### src/rtl/pcs_pkg.sv
// Shared constants for the pad configuration chain.
// Assumes a 13-bit control word with fixed flag positions.
package pcs_pkg;
    localparam int CFG_W = 13;
    localparam logic [CFG_W-1:0] WORD_BIDIR = 13'h1803;
    localparam logic [CFG_W-1:0] WORD_INPUT = 13'h0403;
    localparam int POS_OEB   = 1;
    localparam int POS_INDIS = 3;
endpackage

### src/rtl/pcs_line_sense.sv
// Turns the oversampled serial clock and strobe into one-cycle actions.
// Assumes the serial lines are steady around clk edges and each level
// is held for at least two clk cycles.
module pcs_line_sense (
    input  logic clk,
    input  logic rst_n,
    input  logic ser_clk_i,
    input  logic ser_rstn_i,
    output logic shift_en,
    output logic commit_en,
    output logic restore_en
);
    logic sclk_q;

    // Remember the previous serial clock level; idle high so release is no edge.
    always_ff @(posedge clk) begin
        if (!rst_n) sclk_q <= 1'b1;
        else        sclk_q <= ser_clk_i;
    end

    // Decode a rising edge, a commit strobe and a restore strobe.
    always_comb begin
        shift_en   = ser_clk_i && !sclk_q && ser_rstn_i;
        commit_en  = !ser_rstn_i && ser_clk_i;
        restore_en = !ser_rstn_i && !ser_clk_i;
    end
endmodule

### src/rtl/pcs_shift_reg.sv
// Serial-in shift register, most significant bit leaves first.
// Assumes shift_en is a single-cycle pulse per serial clock rise.
module pcs_shift_reg #(
    parameter int W = pcs_pkg::CFG_W
) (
    input  logic         clk,
    input  logic         rst_n,
    input  logic         shift_en,
    input  logic         din,
    output logic [W-1:0] q,
    output logic         dout
);
    // Shift left, new bit into the bottom.
    always_ff @(posedge clk) begin
        if (!rst_n)        q <= '0;
        else if (shift_en) q <= {q[W-2:0], din};
    end

    // Top bit feeds the next link.
    always_comb dout = q[W-1];
endmodule

### src/rtl/pcs_active_reg.sv
// Active configuration word with commit and restore-default paths.
// Assumes commit_en and restore_en are never high together.
module pcs_active_reg #(
    parameter int W = pcs_pkg::CFG_W,
    parameter logic [W-1:0] DEF = pcs_pkg::WORD_INPUT
) (
    input  logic         clk,
    input  logic         rst_n,
    input  logic         commit_en,
    input  logic         restore_en,
    input  logic [W-1:0] shadow,
    output logic [W-1:0] q
);
    // Reset/restore to the default, commit copies the shadow word.
    always_ff @(posedge clk) begin
        if (!rst_n)          q <= DEF;
        else if (restore_en) q <= DEF;
        else if (commit_en)  q <= shadow;
    end
endmodule

### src/rtl/pad_cfg_stage.sv
// One link of the pad configuration chain: shift register, active word
// and decoded flags. Assumes slow serial lines sampled by clk.
module pad_cfg_stage #(
    parameter int W = pcs_pkg::CFG_W,
    parameter bit BIDIR_DEFAULT = 1'b0
) (
    input  logic         clk,
    input  logic         rst_n,
    input  logic         ser_clk_i,
    input  logic         ser_rstn_i,
    input  logic         ser_data_i,
    output logic         ser_data_o,
    output logic [W-1:0] cfg_o,
    output logic         oe_n_o,
    output logic         in_dis_o
);
    localparam logic [W-1:0] DEF_WORD =
        BIDIR_DEFAULT ? W'(pcs_pkg::WORD_BIDIR) : W'(pcs_pkg::WORD_INPUT);

    logic         shift_en, commit_en, restore_en;
    logic [W-1:0] shadow;

    pcs_line_sense sense_i (
        .clk(clk), .rst_n(rst_n),
        .ser_clk_i(ser_clk_i), .ser_rstn_i(ser_rstn_i),
        .shift_en(shift_en), .commit_en(commit_en), .restore_en(restore_en)
    );

    pcs_shift_reg #(.W(W)) shift_i (
        .clk(clk), .rst_n(rst_n), .shift_en(shift_en),
        .din(ser_data_i), .q(shadow), .dout(ser_data_o)
    );

    pcs_active_reg #(.W(W), .DEF(DEF_WORD)) active_i (
        .clk(clk), .rst_n(rst_n), .commit_en(commit_en),
        .restore_en(restore_en), .shadow(shadow), .q(cfg_o)
    );

    // Pull the two flag fields out of the active word.
    always_comb begin
        oe_n_o   = cfg_o[pcs_pkg::POS_OEB];
        in_dis_o = cfg_o[pcs_pkg::POS_INDIS];
    end
endmodule

### config.mk
export PLATFORM = sky130hd
export DESIGN_NAME = pad_cfg_stage
export DESIGN_NICKNAME = d
export VERILOG_FILES = /design/src/rtl/pcs_pkg.sv /design/src/rtl/pcs_line_sense.sv /design/src/rtl/pcs_shift_reg.sv /design/src/rtl/pcs_active_reg.sv /design/src/rtl/pad_cfg_stage.sv
export SDC_FILE = /design/constraint.sdc
export NUM_CORES = 1
export LEC_CHECK = 0
export BUFFER_PORTS_ARGS = -buffer_cell sky130_fd_sc_hd__buf_2
export CORE_ASPECT_RATIO = 1.1
export CORE_UTILIZATION = 52
export CTS_CLUSTER_SIZE = 25
export DETAILED_ROUTE_END_ITERATION = 12
export PLACE_DENSITY = 0.76
export SLEW_MARGIN = 5
export SYNTH_ARGS = -nofsm -noshare
export SYNTH_HDL_FRONTEND = slang
export SYNTH_SLANG_ARGS = --single-unit
export TNS_END_PERCENT = 20
### constraint.sdc
create_clock -name clk -period 0.9 [get_ports clk]
set_input_delay 0.135 -clock clk [delete_from_list [all_inputs] [get_ports clk]]
set_output_delay 0.135 -clock clk [all_outputs]
set_load 0.05 [all_outputs]
==> flow_summary.toml, run 1 <==
[worst_setup_path]
critical-path-top-delay-family = "flip-flops"
rrSetupSlack_ps = -30
cp_num_buf_inv = 1
cp_cell_sequence = "buf_8"
r2r-start = "sense_i.sclk_q$_SDFF_PN1_"
cp_data_required_time_ps = 760
reg2reg_depth = 2
slowest_delay_ps = 400
worstSetupPathType = "reg -> out"
critical_path.slowest_cell = "dfxtp_4"
start_kind = "register"
r2r_end = "shift_i.q[3]$_SDFFE_PN0P_"
worstPathMaxFanout = 3
critPathArrivalTime_ps = 870
cp-end-kind = "output pin"

[power_and_ir_drop]
internal_power_mw = 1.469
power_leakage_nw = 0.6146
power_mw = 1.914
ir_worst_vdd_mv = 1.127
seqPwrFrac = 0.634
clkPwrFrac = 0.265
switching_power_uw = 444.5
pwr-share-comb = 0.101
cellPowerDensity_nw_per_um2 = 1343
switching_share = 0.2323

[layout]
n_antenna_cell = 0
area_growth_pct = 34.95
post-route-util = 0.7738
nets = 134
nFillCells = 119
drive_gt1_frac = 0.3672

[floorplanning]
num_rows = 16
start_util = 0.5734
die_area_sq_um = 2215
die_x_um = 44.97
boundaryPins = 21
die_height_um = 49.27
coreArea_sq_um = 1842

[sta]
skew_ps = 0.9846
hold_viol_final = 0
setup_violations = 29
max_clock_freq_mhz = 995.0
slew-limit-headroom = 0.8337
finalCritPeriodShare = 1.117
layout_min_cycle_time_ps = 1005
finalWorstSetupSlack_ps = -105.0
final-max-slew-violation-count = 0
tightest_slew_ps = 249.4
rsz0062_at_grt = "true"

[grt]
grt_use_met2 = 0.3357
grt_max_degree = 29
grtUsageMet3 = 0.02222
use_met1 = 0.2141
antenna_found_initial = 0
overflow = 0
grt_pass1_vias = 744
grt_pass1_wl_mm = 3.077
grt_usage = 0.1915
busiest_layer = "met2"

[synth]
yosysUniqueCellTypes = 14
synth_common_cells = "dfxtp_1 (27), nand2_1 (24), mux2i_1 (13)"
synth_top_area_share = 0.5118
avgSynthCellArea_sq_um = 10.06
yosysSeqAreaShare = 0.5118
ys_ff_latch = 27
synth_ff_type = "dfxtp_1"
synth_edf_count = 0
synth_top_area_cell = "dfxtp_1"
async_flop_share = 0
syn-cell-area_sq_um = 1056
synthTopCellsByArea = "dfxtp_1 (51%), mux2i_1 (12%), nand2_1 (8.5%)"
synthCells = 105
yosysMostFrequentCell = "dfxtp_1"
yosys_warnings = 0
synthesis.nets = 110

[detailed_routing]
wl_per_cell_um = 12.73
vias_per_cell = 4.948
vias = 767
drtIter0Drc = 8
antenna_left = 0
first_pass_iters = 4
drc = 0
wl_mm = 1.973

[clock_tree]
cts_buffers = 3
clockBufferDepth = 2
clk_latency_ps = 320
cts-root-buf = "clkbuf_4"
htree_levels = 1
clkSinkCount = 27
tritoncts = "yes"
clk_pin_slew_worst_paths_ps = 130

[placed_design]
hpwl_mm = 1.238
io_buffers = 20
place_congestion = 0.6761
post-place-ws_ps = 2.448

[run_status]
outcome = "complete, but fails checks"
violations = "negative setup slack"

[job]
drv_cap = 0

[worst_hold_path]
hp-class = "in -> reg"
holdPathEnd = "shift_i.q[0]$_SDFFE_PN0P_"
holdPathStages = 3
holdCritStartpoint = "ser_data_i"
[placed cells by master (no fill, tap or decap), types with 4 or more instances in the layout]
| master | n |
|---|---|
| dfxtp_1 | 13 |
| buf_4 | 7 |
| dfxtp_2 | 12 |
| buf_2 | 4 |
| buf_8 | 15 |
| nand3b_1 | 10 |
| a21boi_0 | 10 |
| mux2i_1 | 13 |
| nand2_1 | 24 |
[routing by layer]
metal / vias up / part of all wire
met4: 0 / 0.015
met2: 14 / 0.55
met1: 355 / 0.41
li1: 394 / -
met3: 4 / 0.022
met5: - / 0
[how the worst max path moves through the flow]
| stage | startpoint | depth (start not counted) | to | slack (ps) |
|---|---|---|---|---|
| detailed placement | sense_i.sclk_q$_SDFF_PN1_ | 2 | shift_i.q[9]$_SDFFE_PN0P_ | 2 |
| global placement | sense_i.sclk_q$_SDFF_PN1_ | 2 | shift_i.q[4]$_SDFFE_PN0P_ | 30 |
| finish | active_i.q[1]$_SDFFE_PP1P_ | 1 | cfg_o[1] | -110 |
| global route | active_i.q[1]$_SDFFE_PP1P_ | 1 | cfg_o[1] | -140 |
| floorplan | active_i.q[3]$_SDFFE_PP0P_ | 1 | cfg_o[3] | -150 |
| CTS | active_i.q[3]$_SDFFE_PP0P_ | 1 | in_dis_o | -110 |
[stage by stage]
stage	TNS [ps]	cell area, sq um	hold WS [ps]	cells
floorplan	-225.6	1057	273.8	105
global placement	0	1199	391.1	148
detailed placement	0	1199	405.6	148
CTS	-1512	1375	40.05	154
global route	-2438	1425	58.69	155
finish	-1360	1425	53.15	155
[registers in the layout, indices dropped and copies added (netlist names)]
signal and count:
shift_i.q 13, active_i.q 13, sense_i.sclk_q 1
[power groups by stage]
stage / logic [mW] / clock network [mW] / registers [mW]
after floorplan: 0.0924 / 0 / 1.26
after global placement: 0.169 / 0 / 1.24
after detailed placement: 0.171 / 0 / 1.24
after CTS: 0.190 / 0.531 / 1.22
after global routing: 0.206 / 0.574 / 1.21
final: 0.194 / 0.508 / 1.21
[kinds of logic (layout without fill, tap and decap cells)]
| group | Yosys count | count (layout) | synth area share |
|---|---|---|---|
| buf+inv | 10 | 33 | 0.05923 |
| mux | 13 | 13 | 0.1232 |
| compound gates | 13 | 13 | 0.08530 |
| simple gates | 42 | 42 | 0.2204 |
| flops | 27 | 27 | 0.5118 |
[layout make-up]
type / count / area [sq um] / share of cell area
tap: 27 / 33.78 / 0.02370
timing repair buffer: 29 / 349.1 / 0.2450
multi-input combinational: 68 / 452.9 / 0.3178
clock buffer: 4 / 26.28 / 0.01844
sequential: 27 / 563.0 / 0.3951
[what timing repair did]
item                                    4_1_cts  5_1_grt
pin swaps                                     0        0
endpoints found under the setup margin       27       29
hold buffers                                  0        0
resized for setup                            50       12
buffers inserted                              2        1
cloned                                        0        0
(Power assumes the default switching activity.)
==> run 2: changes to the inputs <==
--- a/config.mk
+++ b/config.mk
@@ -10,7 +10,7 @@
 export CORE_UTILIZATION = 52
 export CTS_CLUSTER_SIZE = 25
 export DETAILED_ROUTE_END_ITERATION = 12
-export PLACE_DENSITY = 0.76
+export PLACE_DENSITY_LB_ADDON = 0.08
 export SLEW_MARGIN = 5
 export SYNTH_ARGS = -nofsm -noshare
 export SYNTH_HDL_FRONTEND = slang
==> flow_summary.toml, run 2 (synthesis gave the netlist of run 1 again) <==
[run_status]
outcome = "complete, but fails checks"
violations = "negative setup slack"

[worst_hold_path]
hp-class = "in -> reg"
holdCritStartpoint = "ser_data_i"
holdPathEnd = "shift_i.q[0]$_SDFFE_PN0P_"
holdPathStages = 3

[sta]
rsz0062_at_grt = "true"
setup_violations = 24
skew_ps = 7.526
slew-limit-headroom = 0.8245
layout_min_cycle_time_ps = 999.1
finalCritPeriodShare = 1.110
hold_slack_ps = 48.62
tightest_slew_ps = 263.3
max_clock_freq_mhz = 1001
final-max-slew-violation-count = 0
finalWorstSetupSlack_ps = -99.12
hold_viol_final = 0

[placed_design]
post-place-ws_ps = 13.52
dp_cells = 148
place_congestion = 0.6933
io_buffers = 20
hpwl_mm = 1.165

[power_and_ir_drop]
cellPowerDensity_nw_per_um2 = 1364
power_leakage_nw = 0.6019
ir_worst_vdd_mv = 1.100

[worst_setup_path]
cp.depth = 1
worstSetupPathType = "reg -> out"
slowest_delay_ps = 400
critPathArrivalTime_ps = 860
r2r_end = "shift_i.q[4]$_SDFFE_PN0P_"
cp_cell_sequence = "buf_8"
start_kind = "register"
cp_data_required_time_ps = 760
cp-end-kind = "output pin"
cp_num_buf_inv = 1
critical_path.slowest_cell = "dfxtp_4"
r2r-start = "sense_i.sclk_q$_SDFF_PN1_"
critical-path-top-delay-family = "flip-flops"
reg2reg_depth = 2
worstPathMaxFanout = 3
rrSetupSlack_ps = -30

[layout]
n_antenna_cell = 0
mostFrequentLayoutCells = "nand2_1 (24), buf_8 (14), mux2i_1 (13), dfxtp_1 (13), dfxtp_2 (12)"
nets = 132
largestRegisters = "active_i.q (13), shift_i.q (13), sense_i.sclk_q (1)"
stdcell_count = 153
layout_commonest_cell = "nand2_1"
area_growth_pct = 32.11
drive_gt1_frac = 0.3651

[grt]
grt_usage = 0.1901
grt_pass1_wl_mm = 3.153
overflow = 0
grt_pass1_vias = 727
grt_max_degree = 29
antenna_found_initial = 0

[floorplanning]
boundaryPins = 21
start_util = 0.5734
coreArea_sq_um = 1842
num_rows = 16
die_height_um = 49.27
die_area_sq_um = 2215
die_x_um = 44.97

[job]
drv_cap = 0

[clock_tree]
cts-root-buf = "clkbuf_4"
postCtsHoldBufs = 0
clk_latency_ps = 320
clkSinkCount = 27
htree_levels = 1
clk_pin_slew_worst_paths_ps = 140
tritoncts = "yes"
clockBufferDepth = 2
cts_buffers = 3

[detailed_routing]
wl_per_cell_um = 11.71
drtIter0Drc = 4
vias_per_cell = 4.967
antenna_left = 0
wl_mm = 1.792
vias = 760
drc = 0
first_pass_iters = 4
-- run 2: cell count changes in the layout (fill, tap and decap cells not counted), sizes merged --
| cell | previous run | this run |
|---|---|---|
| buf | 29 | 27 |
| clkbuf | 4 | 3 |
| clkinv | 0 | 1 |
-- run 2: final cells by class --
type / instances / area [sq um]
sequential: 27 / 563.0
multi-input combinational: 68 / 452.9
fill: 138 / 446.7
timing repair buffer: 27 / 317.8
tap: 27 / 33.78
clock buffer: 3 / 22.52
clock inverter: 1 / 5.005
-- run 2: layer usage --
| metal | wire length, um | vias to the layer above | share of wire | GRT usage |
|---|---|---|---|---|
| met5 | 0 | - | 0 | 0 |
| met4 | 30 | 0 | 0.017 | 0.09091 |
| met3 | 60 | 4 | 0.033 | 0.03333 |
| met2 | 843 | 17 | 0.47 | 0.2995 |
| met1 | 858 | 346 | 0.48 | 0.2437 |
| li1 | - | 393 | - | - |
-- run 2: power breakdown --
part | leakage, nW | switching (mW) | internal, mW
logic | 0.360 | 0.0977 | 0.0847
registers | 0.224 | 0.00935 | 1.20
clock network | 0.0177 | 0.343 | 0.166
total | 0.602 | 0.450 | 1.45
-- run 2: timing repair --
action / 4_1_cts / 5_1_grt
setup endpoints to repair: 18 / 29
buffers inserted: 0 / 1
resized for setup: 49 / 12
-- run 2: worst max-delay path by stage --
stage | to | from
floorplan | cfg_o[3] | active_i.q[3]$_SDFFE_PP0P_
global route | in_dis_o | active_i.q[3]$_SDFFE_PP0P_
detailed placement | shift_i.q[1]$_SDFFE_PN0P_ | sense_i.sclk_q$_SDFF_PN1_
CTS | oe_n_o | active_i.q[1]$_SDFFE_PP1P_
finish | in_dis_o | active_i.q[3]$_SDFFE_PP0P_
global placement | shift_i.q[0]$_SDFFE_PN0P_ | sense_i.sclk_q$_SDFF_PN1_
-- run 2: through the flow --
step           setup TNS (ps)  total power, mW    util  instance area, sq um
2_1_floorplan          -225.6            1.356       -                  1057
3_3_place_gp                0            1.399  0.6440                  1186
3_5_place_dp                0            1.401  0.6440                  1186
4_1_cts                 -1314            1.916  0.7296                  1344
5_1_grt                 -2538            1.993  0.7575                  1395
6_report                -1273            1.903  0.7575                  1395
==> run 3: changes to the inputs <==
==> constraint.sdc (replaced) <==
create_clock -name clk -period 0.9 [get_ports clk]
set_input_delay 0.045 -clock clk [delete_from_list [all_inputs] [get_ports clk]]
set_output_delay 0.045 -clock clk [all_outputs]
set_load 0.05 [all_outputs]
==> flow_summary.toml, run 3 (synthesis gave the netlist of run 1 again) <==
[detailed_routing]
drtIter0Drc = 10
first_pass_iters = 4
wl_mm = 1.663
wl_per_cell_um = 11.01
drc = 0
vias_per_cell = 4.874
antenna_left = 0
vias = 736

[worst_setup_path]
critical_path.slowest_cell = "dfxtp_1"
start_kind = "register"
rrSetupSlack_ps = 2
cp_cell_sequence = "nand3b_4 -> mux2i_1"
r2r_end = "shift_i.q[9]$_SDFFE_PN0P_"
cp_data_required_time_ps = 1100
r2r-start = "sense_i.sclk_q$_SDFF_PN1_"
slowest_delay_ps = 320
worstSetupPathType = "reg -> reg"
cp-end-kind = "register"
critPathArrivalTime_ps = 1100
worstPathMaxFanout = 13
reg2reg_depth = 2

[sta]
slew-limit-headroom = 0.8337
setup_violations = 0
rsz0062_at_grt = "true"
layout_min_cycle_time_ps = 897.5
tightest_slew_ps = 249.4
final-max-slew-violation-count = 0
skew_ps = 4.976
finalCritPeriodShare = 0.9972
max_clock_freq_mhz = 1114
hold_viol_final = 0
finalWorstSetupSlack_ps = 2.488
hold_slack_ps = 20.39

[placed_design]
hpwl_mm = 1.156
io_buffers = 20
place_congestion = 0.6745
post-place-ws_ps = 15.90

[power_and_ir_drop]
cellPowerDensity_nw_per_um2 = 1363
power_mw = 1.886
power_leakage_nw = 0.5887
ir_worst_vdd_mv = 1.148

[grt]
grt_pass1_wl_mm = 2.925
grt_usage = 0.1748
grt_max_degree = 24
overflow = 0
grt_pass1_vias = 708
antenna_found_initial = 0

[floorplanning]
die_height_um = 49.27
num_rows = 16
boundaryPins = 21
coreArea_sq_um = 1842
die_x_um = 44.97
start_util = 0.5734
die_area_sq_um = 2215

[layout]
post-route-util = 0.7514
area_growth_pct = 31.04
drive_gt1_frac = 0.3387
seqCellArea_sq_um = 560.5
nets = 130
layout_commonest_cell = "nand2_1"
n_antenna_cell = 0
multiInputGateArea_sq_um = 452.9
mostFrequentLayoutCells = "nand2_1 (24), mux2i_1 (13), dfxtp_2 (13), dfxtp_1 (13), buf_8 (12)"
largestRegisters = "active_i.q (13), shift_i.q (13), sense_i.sclk_q (1)"
nFillCells = 131

[worst_hold_path]
holdPathEnd = "active_i.q[5]$_SDFFE_PP0P_"
hp-class = "in -> reg"
holdPathStages = 2
holdCritStartpoint = "rst_n"

[clock_tree]
clk_latency_ps = 310
tritoncts = "yes"
cts-root-buf = "clkbuf_4"
clkSinkCount = 27
clk_pin_slew_worst_paths_ps = 130
htree_levels = 1
cts_buffers = 3
clockBufferDepth = 2

[job]
drv_cap = 0

[run_status]
outcome = "finished clean"
-- run 3: changes by cell type in the layout (fill, tap and decap cells not counted), sizes merged --
cell,before,now
clkbuf,3,4
dlygate4sd3,0,1
clkinv,1,0
buf,27,24
-- run 3: stage by stage --
stage,setup TNS [ps],instances,instance area [sq um]
finish,0,151,1384
detailed placement,0,146,1184
floorplan,-150.2,105,1057
global route,-621.8,151,1384
global placement,0,146,1184
CTS,-37.43,151,1335
-- run 3: repair_timing --
action	in CTS	in global routing
hold endpoints to repair	1	0
resized for setup	42	16
buffers inserted	0	0
endpoints found under the setup margin	18	29
hold buffers	1	0
-- run 3: power by group --
part           leakage (nW)  switching, mW  internal (mW)
Sequential            0.223        0.00722           1.20
Combinational         0.350         0.0984         0.0821
Clock                0.0150          0.321          0.173
Total                 0.589          0.427           1.46
-- run 3: metal layers --
layer | global-route usage | share of wire | vias to the layer above
met4 | 0.07576 | 0.0054 | 0
met5 | 0 | 0 | -
li1 | - | - | 388
met1 | 0.2240 | 0.49 | 336
met2 | 0.2850 | 0.48 | 10
met3 | 0.02222 | 0.022 | 2
-- run 3: worst max-delay path by stage --
stage / startpoint / to / slack (ps) / cells past startpoint
2_1_floorplan: active_i.q[1]$_SDFFE_PP1P_ / cfg_o[1] / -60 / 1
3_3_place_gp: sense_i.sclk_q$_SDFF_PN1_ / shift_i.q[4]$_SDFFE_PN0P_ / 30 / 2
3_5_place_dp: sense_i.sclk_q$_SDFF_PN1_ / shift_i.q[10]$_SDFFE_PN0P_ / 20 / 2
4_1_cts: active_i.q[3]$_SDFFE_PP0P_ / cfg_o[3] / -20 / 1
5_1_grt: sense_i.sclk_q$_SDFF_PN1_ / shift_i.q[9]$_SDFFE_PN0P_ / -40 / 2
6_report: sense_i.sclk_q$_SDFF_PN1_ / shift_i.q[9]$_SDFFE_PN0P_ / 2 / 2
-- run 3: final cells by class --
class / count / share of cell area
sequential: 27 / 0.4051
multi-input combinational: 68 / 0.3273
timing repair buffer: 25 / 0.2242
tap: 27 / 0.02441
clock buffer: 4 / 0.01899
-- run 3: critical path: cells and delay by family (launching register included) --
family / cells / cell delay, ps
flops: 1 / 320
mux: 1 / 190
simple gates: 1 / 290
